File: config.mk
export PLATFORM = sky130hd
export DESIGN_NAME = flash_toggle_poller
export DESIGN_NICKNAME = d
export VERILOG_FILES = /design/src/rtl/ftp_pkg.sv /design/src/rtl/ftp_reader.sv /design/src/rtl/ftp_budget.sv /design/src/rtl/flash_toggle_poller.sv
export SDC_FILE = /design/constraint.sdc
export NUM_CORES = 1
export LEC_CHECK = 0
export ABC_AREA = 1
export BUFFER_PORTS_ARGS = -buffer_cell sky130_fd_sc_hd__buf_4
export CORE_MARGIN = 1.5
export CORE_UTILIZATION = 55
export DETAILED_ROUTE_END_ITERATION = 6
export PLACE_DENSITY = 0.95
export SLEW_MARGIN = 20
export SYNTH_ARGS = -nofsm -noshare
export SYNTH_HDL_FRONTEND = slang
export SYNTH_SLANG_ARGS = --single-unit
File: constraint.sdc
create_clock -name clk -period 2.8 [get_ports clk]
set_input_delay 0 -clock clk [delete_from_list [all_inputs] [get_ports clk]]
set_output_delay 0 -clock clk [all_outputs]
set_load 0.03 [all_outputs]
File: src/rtl/ftp_pkg.sv
package ftp_pkg;
  typedef enum logic [2:0] {
    RES_NONE   = 3'd0,
    RES_DONE   = 3'd1,
    RES_TMO    = 3'd2,
    RES_WDOG   = 3'd3,
    RES_SUSP   = 3'd4,
    RES_NOSUSP = 3'd5
  } res_e;

  typedef enum logic [1:0] {
    ST_IDLE,
    ST_RDA,
    ST_RDB
  } st_e;

  typedef enum logic [1:0] {
    PK_MAIN,
    PK_RECHK,
    PK_SUSP
  } pk_e;
endpackage

File: src/rtl/ftp_reader.sv
module ftp_reader #(
  parameter int DATA_W = 8
) (
  input  logic              clk,
  input  logic              rst,
  input  logic              issue,
  input  logic              rd_ack,
  input  logic [DATA_W-1:0] rd_data,
  output logic              rd_req,
  output logic [DATA_W-1:0] byte_q,
  output logic              byte_vld
);
  always_ff @(posedge clk) begin
    if (rst) begin
      rd_req   <= 1'b0;
      byte_q   <= '0;
      byte_vld <= 1'b0;
    end else begin
      byte_vld <= 1'b0;
      if (rd_req && rd_ack) begin
        rd_req   <= 1'b0;
        byte_q   <= rd_data;
        byte_vld <= 1'b1;
      end else if (issue) begin
        rd_req <= 1'b1;
      end
    end
  end

  // a request is held until it is acknowledged
  a_r7_req_hold: assert property (@(posedge clk) disable iff (rst)
    (rd_req && !rd_ack) |=> rd_req);
  // a new read is never issued on top of an open one
  a_r7_no_overlap: assert property (@(posedge clk) disable iff (rst)
    issue |-> !rd_req);
endmodule

File: src/rtl/ftp_budget.sv
module ftp_budget #(
  parameter int CNT_W = 16
) (
  input  logic             clk,
  input  logic             rst,
  input  logic             load,
  input  logic [CNT_W-1:0] load_val,
  input  logic             dec,
  output logic             last
);
  localparam logic [CNT_W-1:0] ONE = CNT_W'(1);
  logic [CNT_W-1:0] remain_q;

  always_ff @(posedge clk) begin
    if (rst) remain_q <= '0;
    else if (load) remain_q <= load_val;
    else if (dec) remain_q <= remain_q - ONE;
  end

  assign last = (remain_q <= ONE);

  // the budget never wraps below one
  a_r6_no_underflow: assert property (@(posedge clk) disable iff (rst)
    dec |-> !last);
endmodule

File: src/rtl/flash_toggle_poller.sv
module flash_toggle_poller
  import ftp_pkg::*;
#(
  parameter int ADDR_W = 20,
  parameter int DATA_W = 8,
  parameter int CNT_W  = 16,
  parameter int T1_BIT = 6,
  parameter int TO_BIT = 5,
  parameter int T2_BIT = 2
) (
  input  logic              clk,
  input  logic              rst,
  input  logic              start,
  input  logic              mode_susp,
  input  logic [ADDR_W-1:0] poll_addr,
  input  logic [CNT_W-1:0]  max_polls,
  output logic              rd_req,
  output logic [ADDR_W-1:0] rd_addr,
  input  logic              rd_ack,
  input  logic [DATA_W-1:0] rd_data,
  output logic              busy,
  output logic              done,
  output logic [2:0]        result,
  output logic [DATA_W-1:0] last_status,
  output logic              reset_req
);
  st_e  st_q, st_n;
  pk_e  pk_q, pk_n;
  res_e res_q, fin_res;
  logic mode_q;
  logic [ADDR_W-1:0] addr_q;
  logic first_t1_q, first_t2_q;
  logic issue, fin, dec, last, vld, accept;
  logic [DATA_W-1:0] byte_q;
  logic done_q, rreq_q;
  logic t1_flip, t2_flip;

  ftp_reader #(.DATA_W(DATA_W)) u_reader (
    .clk(clk), .rst(rst), .issue(issue), .rd_ack(rd_ack), .rd_data(rd_data),
    .rd_req(rd_req), .byte_q(byte_q), .byte_vld(vld)
  );

  ftp_budget #(.CNT_W(CNT_W)) u_budget (
    .clk(clk), .rst(rst), .load(accept), .load_val(max_polls),
    .dec(dec), .last(last)
  );

  assign accept  = (st_q == ST_IDLE) && start;
  assign t1_flip = first_t1_q ^ byte_q[T1_BIT];
  assign t2_flip = first_t2_q ^ byte_q[T2_BIT];

  always_comb begin
    st_n    = st_q;
    pk_n    = pk_q;
    issue   = 1'b0;
    fin     = 1'b0;
    fin_res = RES_NONE;
    dec     = 1'b0;
    case (st_q)
      ST_IDLE: if (start) begin
        st_n  = ST_RDA;
        pk_n  = PK_MAIN;
        issue = 1'b1;
      end
      ST_RDA: if (vld) begin
        st_n  = ST_RDB;
        issue = 1'b1;
      end
      ST_RDB: if (vld) begin
        st_n = ST_RDA;
        case (pk_q)
          PK_MAIN: begin
            if (!t1_flip) begin
              fin = 1'b1; fin_res = RES_DONE;
            end else if (mode_q) begin
              pk_n = PK_SUSP; issue = 1'b1;
            end else if (!byte_q[TO_BIT]) begin
              if (last) begin
                fin = 1'b1; fin_res = RES_WDOG;
              end else begin
                dec = 1'b1; issue = 1'b1;
              end
            end else begin
              pk_n = PK_RECHK; issue = 1'b1;
            end
          end
          PK_RECHK: begin
            fin = 1'b1;
            fin_res = t1_flip ? RES_TMO : RES_DONE;
          end
          default: begin
            fin = 1'b1;
            fin_res = t2_flip ? RES_SUSP : RES_NOSUSP;
          end
        endcase
        if (fin) st_n = ST_IDLE;
      end
      default: st_n = ST_IDLE;
    endcase
  end

  always_ff @(posedge clk) begin
    if (rst) begin
      st_q       <= ST_IDLE;
      pk_q       <= PK_MAIN;
      mode_q     <= 1'b0;
      addr_q     <= '0;
      first_t1_q <= 1'b0;
      first_t2_q <= 1'b0;
      res_q      <= RES_NONE;
      done_q     <= 1'b0;
      rreq_q     <= 1'b0;
    end else begin
      st_q   <= st_n;
      pk_q   <= pk_n;
      done_q <= fin;
      rreq_q <= fin && (fin_res == RES_TMO);
      if (accept) begin
        mode_q <= mode_susp;
        addr_q <= poll_addr;
        res_q  <= RES_NONE;
      end
      if (st_q == ST_RDA && vld) begin
        first_t1_q <= byte_q[T1_BIT];
        first_t2_q <= byte_q[T2_BIT];
      end
      if (fin) res_q <= fin_res;
    end
  end

  assign rd_addr     = addr_q;
  assign busy        = (st_q != ST_IDLE);
  assign done        = done_q;
  assign result      = res_q;
  assign reset_req   = rreq_q;
  assign last_status = byte_q;

  // done lasts one cycle
  a_r8_done_pulse: assert property (@(posedge clk) disable iff (rst)
    done |=> !done);
  // reset request only alongside a time-out completion
  a_r5_rreq_tmo: assert property (@(posedge clk) disable iff (rst)
    reset_req |-> (done && result == 3'd2));
  // result held while idle with no start
  a_r8_hold: assert property (@(posedge clk) disable iff (rst)
    (!busy && !start) |=> $stable(result));
  // address fixed during a run
  a_r7_addr_stable: assert property (@(posedge clk) disable iff (rst)
    busy |=> $stable(rd_addr));
  // start while busy leaves the mode alone
  a_r9_ignore: assert property (@(posedge clk) disable iff (rst)
    (busy && start) |=> $stable(mode_q));
  // no request outstanding once the run reports
  a_r8_quiet_done: assert property (@(posedge clk) disable iff (rst)
    done |-> !rd_req);
endmodule

-- Word-level counts from Yosys, hierarchy flattened
Index checks and enable logic that the tools add are counted.
- register bits: 58
- input bits: 49
- output and inout port bits: 35
- word-level logic and storage cells: 90
- $add $sub $neg: 1
- order comparisons: 1
- eq/ne operators: 10
- muxes and demuxes: 50
- bitwise gates (word level): 2
- reductions and logical operators: 13
- operators with widths (operator ; count):
    2-to-1 mux 16 bit ; 2
    2-to-1 mux 2 bit ; 14
    2-to-1 mux 1 bit ; 26
    less-or-equal comparator 16 x 1 -> 1 bit, second input constant ; 1
    subtractor 16 x 1 -> 16 bit, second input constant ; 1
    2-to-1 mux 3 bit ; 4
    nonzero test 2 bit ; 4
    inequality test 2 x 1 -> 1 bit, second input constant ; 3
    one-hot mux 2 bit (3 select lines) ; 1
    one-hot mux 3 bit (2 select lines) ; 1
    AND reduction 6 bit ; 1
    == test 2 x 1 -> 1 bit, second input constant ; 2
    logical AND 1 bit ; 4
    logical NOT 2 bit ; 2
    inequality test 2 bit, second input constant ; 2
    one-hot mux 2 bit (2 select lines) ; 1
    == test 3 x 2 -> 1 bit, second input constant ; 1
    inequality test 3 x 2 -> 1 bit, second input constant ; 1
    one-hot mux 1 bit (3 select lines) ; 1
    AND reduction 3 bit ; 1
    == test 2 bit, second input constant ; 1
    OR reduction 2 bit ; 1
    bitwise XOR 1 bit ; 2

-- Longest topological paths before layout
Gate-level depths: netlist of run 1.
- depth after elaboration: 11
- gate-level depth with buffers: 12
- gate-level depth less buffers: 12

-- Hierarchy
Synthesis of run 1 repeated with hierarchy kept, for this count alone.
- cells, all modules: 399
- area, all modules: 2867.8 um^2
- by module, submodules not included (module ; times used ; cells an instance ; area an instance (um^2) ; seq. area each (um^2)):
    flash_toggle_poller ; 1 ; 188 ; 1360.1 ; 640.6
    ftp_budget ; 1 ; 168 ; 1106.1 ; 320.3
    ftp_reader ; 1 ; 43 ; 401.6 ; 200.2

-- Least setup slack after synthesis of run 1
No wires, ideal clock.
- path kind: register -> register
- start point: register u_budget.remain_q[0]
- end point: register u_budget.remain_q[11]
- setup time: 0.113 ns
- arrival time: 1.464 ns
- data required time: 2.687 ns
- path slack: 1.222 ns
- stages on the path, launching flop included: 13
- path buffers: 1
- clock period less this slack: 1.578 ns
- cell sequence: dfxtp_1 -> inv_1 -> ha_1 -> inv_1 -> nand2_1 -> nand2_1 -> nor2_1 -> nand2_1 -> nand4_4 -> nand2_4 -> buf_12 -> o21ai_1 -> nor2_1
- word-level cells in the longest chain between the ends: 9
- elaborated cells on any way between the ends: 12
- those cells by class: 1 x add/sub; 1 x order compare; 9 x mux; 1 x reduce/logical
- ends and longest elaborated chain (element ; RTL line ; source):
    from (decl) ; ftp_budget.sv:12 ; logic [CNT_W-1:0] remain_q;
    from (signal assigned) ; ftp_budget.sv:16 ; else if (load) remain_q <= load_val;
    from (signal assigned) ; ftp_budget.sv:17 ; else if (dec) remain_q <= remain_q - ONE;
    less-or-equal comparator 16 x 1 -> 1 bit ; ftp_budget.sv:20 ; assign last = (remain_q <= ONE);
    2-to-1 mux 1 bit ; flash_toggle_poller.sv:78 ; if (last) begin
    2-to-1 mux 1 bit ; flash_toggle_poller.sv:77 ; end else if (!byte_q[TO_BIT]) begin
    2-to-1 mux 1 bit ; flash_toggle_poller.sv:75 ; end else if (mode_q) begin
    2-to-1 mux 1 bit ; flash_toggle_poller.sv:73 ; if (!t1_flip) begin
    2-to-1 mux 1 bit ; flash_toggle_poller.sv:71 ; case (pk_q)
    2-to-1 mux 1 bit ; flash_toggle_poller.sv:69 ; ST_RDB: if (vld) begin
    2-to-1 mux 1 bit ; flash_toggle_poller.sv:59 ; case (st_q)
    nonzero test 2 bit (no line) ; n/a ;
Parallel ways exist; a longest one is shown, timed or not. The select of a mux whose other input is x is not followed.
A chain may end at the register's enable or synchronous reset.

-- Worst setup path in the final report of run 1
- start point: register st_q[0]
- end point: register u_budget.remain_q[3]
- word-level cells in the longest chain between the ends: 3
- elaborated cells on any way between the ends: 6
- those cells by class: 1 x eq/ne; 2 x mux; 3 x reduce/logical
- ends and longest elaborated chain (element ; RTL line ; source):
    from (decl) ; flash_toggle_poller.sv:27 ; st_e st_q, st_n;
    from (signal assigned) ; flash_toggle_poller.sv:114 ; st_q <= st_n;
    == test 2 bit / logical NOT 2 bit (equally long branches) ; flash_toggle_poller.sv:59, flash_toggle_poller.sv:48 ;
    2-to-1 mux 1 bit / logical AND 1 bit (equally long branches) ; flash_toggle_poller.sv:59, flash_toggle_poller.sv:48 ;
    nonzero test 2 bit (no line) / 2-to-1 mux 16 bit (equally long branches) ; n/a ;
Parallel ways exist; a longest one is shown, timed or not.

==> run summary, run 1 <==
In the final layout, the share of cells above drive strength 1 is 25.45%. The total overflow left after global routing is 0. The first-pass GRT wire length came out at 16.74 mm. The die covers 5519 um^2.

The final reports fail on hold timing. Data on the critical path arrives at its endpoint at 2.39 ns. The average cell area after synthesis is around 7.4 um^2.

The class of the tightest hold or removal check is input pin to flop. The maximum fanout along the worst path is 50. 0 antenna diodes ended up in the layout.

The worst setup path is captured at a flop. The total core area is 4817 um^2. The number of warnings issued by yosys is 0. TritonCTS built the clock tree. The cell family with the largest share of critical-path delay is simple AND/OR/NAND/NOR gates.

Detailed placement ended at an HPWL of 4.900 mm. The overall power of the completed layout came out at 2.288 mW. After layout, the minimum clock period comes to approximately 2.1 ns. Synthesis produced a netlist with a net count of 429. The multi-input combinational cells in the finished layout cover a total of about 1400 um^2.

Of the total power, the share spent switching nets is 35.79%. The most used cell along the critical path is sky130_fd_sc_hd__nor2_1. Wires add up to 10.67 mm. For the final database, setup skew stands at ~0.011 ns.

The worst pin sits at a relative slew slack of about two fifths. The leakage dissipation came out at 1.779 nW. The slowest stage cell on the critical path is sky130_fd_sc_hd__inv_2. Cell internal power was estimated by the tool at between 1 and 1.5 mW.

The post-detailed-route via-to-cell ratio is 6.044. Tracing the worst setup path back leads to its startpoint at st_q[0]$_SDFFE_PP0P_. The gate count of the mapped netlist is roughly 380.

The number of antenna-violating nets in the routed design is 0. The port buffer count is between 80 and 90. The worst register-to-register path begins at st_q[0]$_SDFFE_PP0P_.

The part of the cycle the worst path needs came out at 75.16%. The part of the power in the clock network is between 30% and 40%. The DRC violation total after the first TritonRoute iteration came out at 619. The maximum clock frequency came out at about 480 MHz. The vertical die dimension is 74.29 um. The total number of nets in the final design came out at between 500 and 600.

The worst-case vdd ir drop came out at 0.4349 mV. The cell chosen for the clock root is sky130_fd_sc_hd__clkbuf_8. The async set-or-reset flop fraction in the synthesized netlist is 0%. The number of synthesized flops with an enable pin is 0. The final setup violation count is 0. At the pin with the least slew margin, the transition time is 0.9156 ns. The post-synthesis to final-layout area growth is 39.08%.

Traced cell by cell, the critical path runs through nor2_1, nand2_4, inv_2, nand2_1, nand2_1, nor2_1, nor2_1. The initial antenna violation count is 0. The final hold violation count is 1. The total standard cell area after synthesis came out at approximately 2800 um^2. The initialized floorplan defines 25 standard-cell rows. The flow ran to the end, but the final reports show violations. The number of buffer and inverter stages on the critical path is 1. The global routing usage summed across all routing layers is 40.95%. The total number of vias came out at 3,397. The count of unique library cells instantiated by Yosys is 37. The synthesis-stage register bit count came out at slightly below 60. The number of cells in the finished layout apart from fillers came out at 562. Per report_power, the sequential group accounts for 41.9% of the total. The power density over cell area is 588.6 nW/um^2.

The data required time of the worst path is about 3.1 ns. On the worst path, the slowest cell contributes a delay of 0.60 ns. The H-tree level count came out at 3.

The number of buffers between clock root and the deepest sink is 2. The critical path is of the flop to flop type. The effective utilization at floorplan is 58.03%.

The proportion of synthesized chip area in sequential cells came out at ~42%. Clock tree synthesis found a total of 58 sinks. The combinational share of power is a little over a quarter. The tightest hold margin is -0.002940 ns. The number of pins exceeding their max-slew limit in the final report is 0. Setup repair after global routing left no endpoint under its margin.

The number of global-route vias before repair came out at 3,350. Setup total negative slack on the finished layout was measured at 0 ns. The net switching power of the design came out at 0.8188 mW. The main flop type after synthesis is sky130_fd_sc_hd__dfxtp_1.

The post-route DRC violation count is 0. At the later pin of the worst-skew pair, clock insertion delay measures 0.35 ns. Entering global routing, the biggest net connects 51 pins. The clock transition at the registers of the reported paths is 0.07 ns. The number of ports placed on the die boundary is 84. The congestion estimate from routability-driven global placement came to between 0.9 and 1.

Across the whole layout, storage elements account for 1161 um^2. The number of maximum-capacitance constraint violations is 0. The per-cell routed wire length came out at approximately 19 um. The number of clock buffers inserted by TritonCTS came out at 9. The post-cts resize count came out at 0. The number of placed instances, taps included is 514.

The worst hold path begins at max_polls[11]. The kind of launch point of the worst setup path is a flop. After filler insertion, the fill cell instance count of the layout stands at 279. The die width is between 70 and 80 um. Before antenna repair, the detailed router went through 6 iterations.
==> final timing paths <==
kind | endpoint | slack [ns] | cells after the start
worst max-delay path | u_budget.remain_q[3]$_SDFFE_PP0P_ | 0.70 | 7
worst min-delay path | u_budget.remain_q[11]$_SDFFE_PP0P_ | -0.003 | 5
worst max register to register | u_budget.remain_q[3]$_SDFFE_PP0P_ | 0.70 | 7
worst min register to register | result[1]$_SDFFE_PP0P_ | 0.49 | 2
==> cells in the mapped netlist, types with 3 or more instances <==
cell	instances	area, um^2
sky130_fd_sc_hd__a21oi_2	5	43.79
sky130_fd_sc_hd__dfxtp_1	58	1161
sky130_fd_sc_hd__nand2_4	3	33.78
sky130_fd_sc_hd__nor2_1	87	326.6
sky130_fd_sc_hd__nand4_1	5	31.28
sky130_fd_sc_hd__nor2_4	3	33.78
sky130_fd_sc_hd__clkbuf_1	6	22.52
sky130_fd_sc_hd__inv_1	24	90.09
sky130_fd_sc_hd__o21ai_1	5	25.02
sky130_fd_sc_hd__nand3_2	4	40.04
sky130_fd_sc_hd__a21oi_1	13	65.06
sky130_fd_sc_hd__inv_2	3	11.26
sky130_fd_sc_hd__o21ai_0	41	205.2
sky130_fd_sc_hd__nand3_1	28	140.1
sky130_fd_sc_hd__buf_6	3	33.78
sky130_fd_sc_hd__or2_2	5	31.28
sky130_fd_sc_hd__nand2_1	55	206.5
sky130_fd_sc_hd__a22o_1	8	70.07
==> registers in the layout, indices dropped and copies added (netlist names) <==
name,cells
done,1
first_t1_q,1
first_t2_q,1
mode_q,1
pk_q,2
rd_addr,20
reset_req,1
result,3
st_q,2
u_budget.remain_q,16
u_reader.byte_q,8
u_reader.byte_vld,1
u_reader.rd_req,1
==> through the flow <==
step / setup slack, ns / util, % / hold slack, ns / cell area (um^2)
6_report: 0.6955 / 80.70 / -0.002940 / 3887
5_1_grt: 0.5438 / 80.70 / 0.03928 / 3887
4_1_cts: 0.8594 / 80.70 / 0.001100 / 3887
3_5_place_dp: 0.8768 / 70.47 / 0.2305 / 3395
3_3_place_gp: 0.9575 / 70.47 / 0.2240 / 3395
2_1_floorplan: 1.222 / - / 0.1391 / 2795
==> power by group through the flow <==
stage / registers [mW] / logic [mW] / clock network (mW)
final: 0.960 / 0.620 / 0.709
after floorplan: 1.01 / 0.316 / 0
after detailed placement: 0.961 / 0.530 / 0
after CTS: 0.944 / 0.571 / 0.681
after global placement: 0.959 / 0.512 / 0
after global routing: 0.962 / 0.661 / 0.726
==> layout by cell type, fill, tap and decap left out, types with 3 or more instances in the layout <==
master | synthesis | layout
sky130_fd_sc_hd__clkbuf_8 | 1 | 10
sky130_fd_sc_hd__a21oi_1 | 13 | 13
sky130_fd_sc_hd__nand3_1 | 28 | 28
sky130_fd_sc_hd__nor2_1 | 87 | 87
sky130_fd_sc_hd__buf_4 | 0 | 83
sky130_fd_sc_hd__inv_2 | 3 | 3
sky130_fd_sc_hd__nand4_1 | 5 | 5
sky130_fd_sc_hd__o21ai_1 | 5 | 5
sky130_fd_sc_hd__dfxtp_1 | 58 | 58
sky130_fd_sc_hd__dlygate4sd3_1 | 0 | 32
sky130_fd_sc_hd__nand2_1 | 55 | 55
sky130_fd_sc_hd__nor2_4 | 3 | 3
sky130_fd_sc_hd__a21oi_2 | 5 | 5
sky130_fd_sc_hd__a22o_1 | 8 | 8
sky130_fd_sc_hd__nand2_4 | 3 | 3
sky130_fd_sc_hd__inv_1 | 24 | 24
sky130_fd_sc_hd__nand3_2 | 4 | 4
sky130_fd_sc_hd__or2_2 | 5 | 5
sky130_fd_sc_hd__o21ai_0 | 41 | 41
sky130_fd_sc_hd__clkinvlp_4 | 0 | 3
==> what timing repair did <==
| item | 4_1_cts | 5_1_grt |
|---|---|---|
| hold endpoints to repair | 43 | 0 |
| setup buffers | 0 | 0 |
| hold buffers | 32 | 0 |
==> cell families (layout without fill, tap and decap cells) <==
kind of cell	after synthesis	after routing	synth area share (%)
compound gates	76	76	15.89
xor+xnor	4	4	1.925
fa+ha+maj	2	2	0.8951
buf+inv	41	158	7.475
flops	58	58	41.54
simple gates	197	197	32.27
==> worst register-to-register path, stage by stage, from the launching register on <==
cell and delay (ns):
sky130_fd_sc_hd__dfxtp_1 0.40, sky130_fd_sc_hd__nor2_1 0.25, sky130_fd_sc_hd__nand2_4 0.34, sky130_fd_sc_hd__inv_2 0.62, sky130_fd_sc_hd__nand2_1 0.15, sky130_fd_sc_hd__nand2_1 0.12
sky130_fd_sc_hd__nor2_1 0.06, sky130_fd_sc_hd__nor2_1 0.10
==> cell type report <==
class | count | area share [%]
multi-input cells | 279 | 36.66
flip-flops and latches | 58 | 29.87
repair buffers | 115 | 24.27
clock buffers | 12 | 3.733
inverters | 27 | 2.607
well taps | 67 | 2.156
clock inverters | 4 | 0.7081
==> per-layer routing <==
| metal | up-vias | wire length (um) | part of all wire [%] | GRT usage [%] |
|---|---|---|---|---|
| met4 | 0 | 755 | 7.1 | 26.67 |
| met1 | 1531 | 3904 | 37 | 48.05 |
| li1 | 1463 | - | - | - |
| met2 | 320 | 4791 | 45 | 65.48 |
| met5 | - | 0 | 0 | 0 |
| met3 | 83 | 1221 | 11 | 11.65 |
Power figures use the tool's default switching activity.
==> inputs of run 2 (changes only) <==
--- a/config.mk
+++ b/config.mk
@@ -5,12 +5,12 @@
 export SDC_FILE = /design/constraint.sdc
 export NUM_CORES = 1
 export LEC_CHECK = 0
-export ABC_AREA = 1
+export ABC_AREA = 0
 export BUFFER_PORTS_ARGS = -buffer_cell sky130_fd_sc_hd__buf_4
 export CORE_MARGIN = 1.5
-export CORE_UTILIZATION = 55
+export CORE_UTILIZATION = 45
 export DETAILED_ROUTE_END_ITERATION = 6
-export PLACE_DENSITY = 0.95
+export PLACE_DENSITY = 0.86
 export SLEW_MARGIN = 20
 export SYNTH_ARGS = -nofsm -noshare
 export SYNTH_HDL_FRONTEND = slang
==> constraint.sdc (replaced) <==
create_clock -name clk -period 1.77 [get_ports clk]
set_input_delay 0 -clock clk [delete_from_list [all_inputs] [get_ports clk]]
set_output_delay 0 -clock clk [all_outputs]
set_load 0.03 [all_outputs]
==> run summary, run 2 <==
For this run, the post-layout net count is 530. The number of antenna-violating nets in the routed design is 0. The initial antenna violation count is 0. The slowest stage cell on the critical path is sky130_fd_sc_hd__or4_4. The number of ports placed on the die boundary is 84. The number of clock buffers inserted by TritonCTS came out at 9. The vertical die dimension is approximately 80 um. The H-tree level count is 3.

The checks that failed: setup timing. The top cell types in the final layout, fill and taps aside, are sky130_fd_sc_hd__buf_4 (130), sky130_fd_sc_hd__nand2_1 (69), sky130_fd_sc_hd__dfxtp_1 (50), sky130_fd_sc_hd__dlygate4sd3_1 (42), sky130_fd_sc_hd__a21oi_1 (35). The category of the most critical setup path is flop to flop. Of all cell types, the one taking the most synthesized area is sky130_fd_sc_hd__dfxtp_1. The cell family with the largest share of critical-path delay is simple AND/OR/NAND/NOR gates. The total length of routed wires came out at 8.412 mm.

The hold path endpoint is u_budget.remain_q[11]$_SDFFE_PP0P_. The netlist uses 53 different library cells. Setup repair after global routing could not meet its margin everywhere.

The number of cell rows came out at 27. The arrival time reported for the critical path endpoint is 2.28 ns. TritonCTS built the clock tree. The placed wire-length estimate after detailed placement came out at between 4 and 5 mm. In this run the worst hold path is classified as input pin to flop.

The flow ran to the end, but the final reports show violations. The share of the core filled with cells came out at 79.81%. The minimum setup slack among reg-to-reg paths came out at -0.26 ns. The cell chosen for the clock root is sky130_fd_sc_hd__clkbuf_8.

After filler insertion, the fill cell instance count of the layout stands at 350. The overall die area came out at approximately 6200 um^2. The first global-routing pass estimated ~13 mm of wire.

The worst clock skew came out at 0.01110 ns. The number of warnings issued by yosys is 0. Entering global routing, the biggest net connects 32 pins.

Once placement completed, the tool counted placed cells totaling 493. The worst-case headroom to the max-slew limit is 69.73%. Summed over all failing endpoints, the final setup total negative slack is -4.227 ns. Data on the critical path is required at its endpoint by ~2 ns. The fraction of post-synthesis cell area in the top cell type by area is between 40% and 50%. The final estimated routing congestion in global placement came out at 0.7980. The origin of the critical flop-to-flop path is u_budget.remain_q[9]$_SDFFE_PP0P_. The worst-case vdd ir drop came out at 0.9441 mV. The worst path uses 114.7% of the clock period. The synthesized netlist occupies a cell area of 2587 um^2. The post-synthesis to final-layout area growth is 70.89%. The post-route cell area came out at between 4000 and 5000 um^2.

The die width came out at 78.83 um. The proportion of synthesized chip area in sequential cells is between 40% and 50%. In the post-synthesis netlist, the biggest area contributors are sky130_fd_sc_hd__dfxtp_1 (45%), sky130_fd_sc_hd__nand2_1 (10%), sky130_fd_sc_hd__a21oi_1 (7.0%). The global routing usage summed across all routing layers is 26.73%. The number of nets handed over by synthesis was roughly 360.

The average cell area after synthesis is 8.293 um^2. The signal on the critical path passes through or4_4, or3_4, nand4_4, buf_4, o21ai_2, a311oi_2. The register with the most flip-flops in the layout has 20 of them. The total grt overflow came out at 0. The cell count after synthesis came out at approximately 310. Excluding fillers, the count of instances in the completed layout stands at 556. The final worst-path setup slack came out at -0.2606 ns.

The multi-input combinational cells in the finished layout cover a total of around 1500 um^2. The repair_antennas step left the layout with diodes totalling 0. The minimum clock period came out at 2.031 ns.

The clock transition at the registers of the reported paths is 0.07 ns. The effective utilization at floorplan came out at 46.70%. Of all nets on the critical path, the largest fanout is 7. The most common cell after layout, fill and taps aside is sky130_fd_sc_hd__buf_4.

The DRC violation total after the first TritonRoute iteration came out at 148. The commonest cells after synthesis are sky130_fd_sc_hd__nand2_1 (70), sky130_fd_sc_hd__dfxtp_1 (58), sky130_fd_sc_hd__a21oi_1 (36). The number of global-route vias before repair is 2,832.

Setup violations remaining at the end of the flow were counted as 23. The number of pins exceeding their max-slew limit in the final report came out at 0. The first-pass iteration count of the detailed router is 4.

The post-detailed-route via-to-cell ratio is 5.308. In the synthesized netlist the async set-or-reset flop fraction comes to 0%. OpenSTA, run right after detailed placement, puts the worst setup slack at -0.3153 ns. Measured in cells, the most critical reg-to-reg path has a length of 6. The per-cell routed wire length came out at between 15 and 20 um. The total number of vias came out at 2,951.

The total core area is 5540 um^2. The synthesis-stage register bit count came out at 58. Final hold analysis gives a worst-case slack of approximately 0.0018 ns.

The placed instances occupy a cell area of 3581 um^2. Along the worst hold path, the cell count comes to 3. The number of clock sinks seen by CTS came out at 58. The number of buffers between clock root and the deepest sink is 2. The total area of sequential cells came out at roughly 1200 um^2. The ratio of cells with drive above 1 in the final layout is 40.50%.

The worst setup path is captured at a flop. On the worst path, the slowest cell contributes a delay of between 0.5 and 0.6 ns. In this run the critical register-to-register path is captured at u_budget.remain_q[9]$_SDFFE_PP0P_. At the pin with the least slew margin, the transition time is 0.4501 ns. The maximum clock frequency came out at 492.5 MHz.

The number of synthesized flops with an enable pin came out at 0. The number of buffer and inverter stages on the critical path came out at 1. The final hold violation count is 0.

The main flop type after synthesis is sky130_fd_sc_hd__dfxtp_1. Clock latency on the worst-skew pair, taken at its later pin, is 0.34 ns. The leakage dissipation came out at 1.882 nW. The most instantiated library cell after synthesis is sky130_fd_sc_hd__nand2_1. The post-route DRC violation count came out at 0.

The port buffer count came out at 83. The startpoint of the worst hold path is max_polls[11]. The power density over cell area came out at ~840 nW/um^2. The overall power of the completed layout came out at 3.720 mW. The kind of launch point of the worst setup path is a flop. Max-cap violations in this run came to 0.
[run 2: cell types whose count changed after synthesis, moves of 7 or more]
| cell | previous run | this run |
|---|---|---|
| sky130_fd_sc_hd__nor2_1 | 87 | 32 |
| sky130_fd_sc_hd__o21ai_0 | 41 | 3 |
| sky130_fd_sc_hd__nand3_1 | 28 | 1 |
| sky130_fd_sc_hd__a21oi_1 | 13 | 36 |
| sky130_fd_sc_hd__inv_1 | 24 | 2 |
| sky130_fd_sc_hd__nand2_1 | 55 | 70 |
| sky130_fd_sc_hd__clkbuf_1 | 6 | 14 |
| sky130_fd_sc_hd__a22o_1 | 8 | 1 |
| sky130_fd_sc_hd__a311oi_1 | 0 | 7 |
| sky130_fd_sc_hd__or3_1 | 0 | 7 |
[run 2: metal layers]
metal  routed length (um)  track usage [%]  up-vias
met5                    0                0        -
met4                  215            9.825        0
met3                  543            9.540       24
met2                 4423            47.93      120
met1                 3229            28.84     1380
li1                     -                -     1427
[run 2: worst max path at each step]
stage / slack [ns] / endpoint / from / cells after the start
floorplan: -0.21 / result[2]$_SDFFE_PP0P_ / u_budget.remain_q[5]$_SDFFE_PP0P_ / 5
global route: -0.34 / u_budget.remain_q[2]$_SDFFE_PP0P_ / u_budget.remain_q[4]$_SDFFE_PP0P_ / 6
global placement: -0.27 / u_budget.remain_q[1]$_SDFFE_PP0P_ / u_budget.remain_q[11]$_SDFFE_PP0P_ / 5
CTS: -0.23 / result[0]$_SDFFE_PP0P_ / u_budget.remain_q[7]$_SDFFE_PP0P_ / 5
detailed placement: -0.32 / u_budget.remain_q[1]$_SDFFE_PP0P_ / u_budget.remain_q[11]$_SDFFE_PP0P_ / 5
finish: -0.26 / u_budget.remain_q[9]$_SDFFE_PP0P_ / u_budget.remain_q[9]$_SDFFE_PP0P_ / 6
[run 2: worst register-to-register path, delay by kind of cell, from the launching register on]
kind / cells / cell delay [ns]
AOI/OAI and AO/OA: 2 / 0.31
buffers and inverters: 1 / 0.14
DFF: 1 / 0.33
and+or+nand+nor: 3 / 1.16
[run 2: area by class of cell]
| type | instances | area share [%] |
|---|---|---|
| Clock buffer | 12 | 3.735 |
| Clock inverter | 4 | 1.641 |
| Inverter | 2 | 0.2264 |
| Multi-Input combinational cell | 234 | 33.67 |
| Sequential cell | 58 | 26.60 |
| Tap cell | 72 | 2.037 |
| Timing Repair Buffer | 174 | 32.09 |
[run 2: kinds of logic after synthesis]
kind of cell	count (synthesis)	synth area share [%]
DFF	58	44.87
muxes	4	1.547
adders and majority gates	2	0.9670
and+or+nand+nor	148	28.34
AOI/OAI and AO/OA	73	18.04
buffers and inverters	20	3.868
xor gates and xnor gates	7	2.369
[run 2: what timing repair did]
action                     4_1_cts  5_1_grt
resized for setup               23       13
hold buffers                    42        0
hold endpoints to repair        42        0
setup endpoints to repair       25       27
setup buffers                    2        3
pin swaps                       19        7
[run 2: power by group]
| part | internal, mW | switching, mW |
|---|---|---|
| logic | 0.415 | 0.429 |
| clock network | 0.906 | 0.536 |
| registers | 1.38 | 0.0515 |
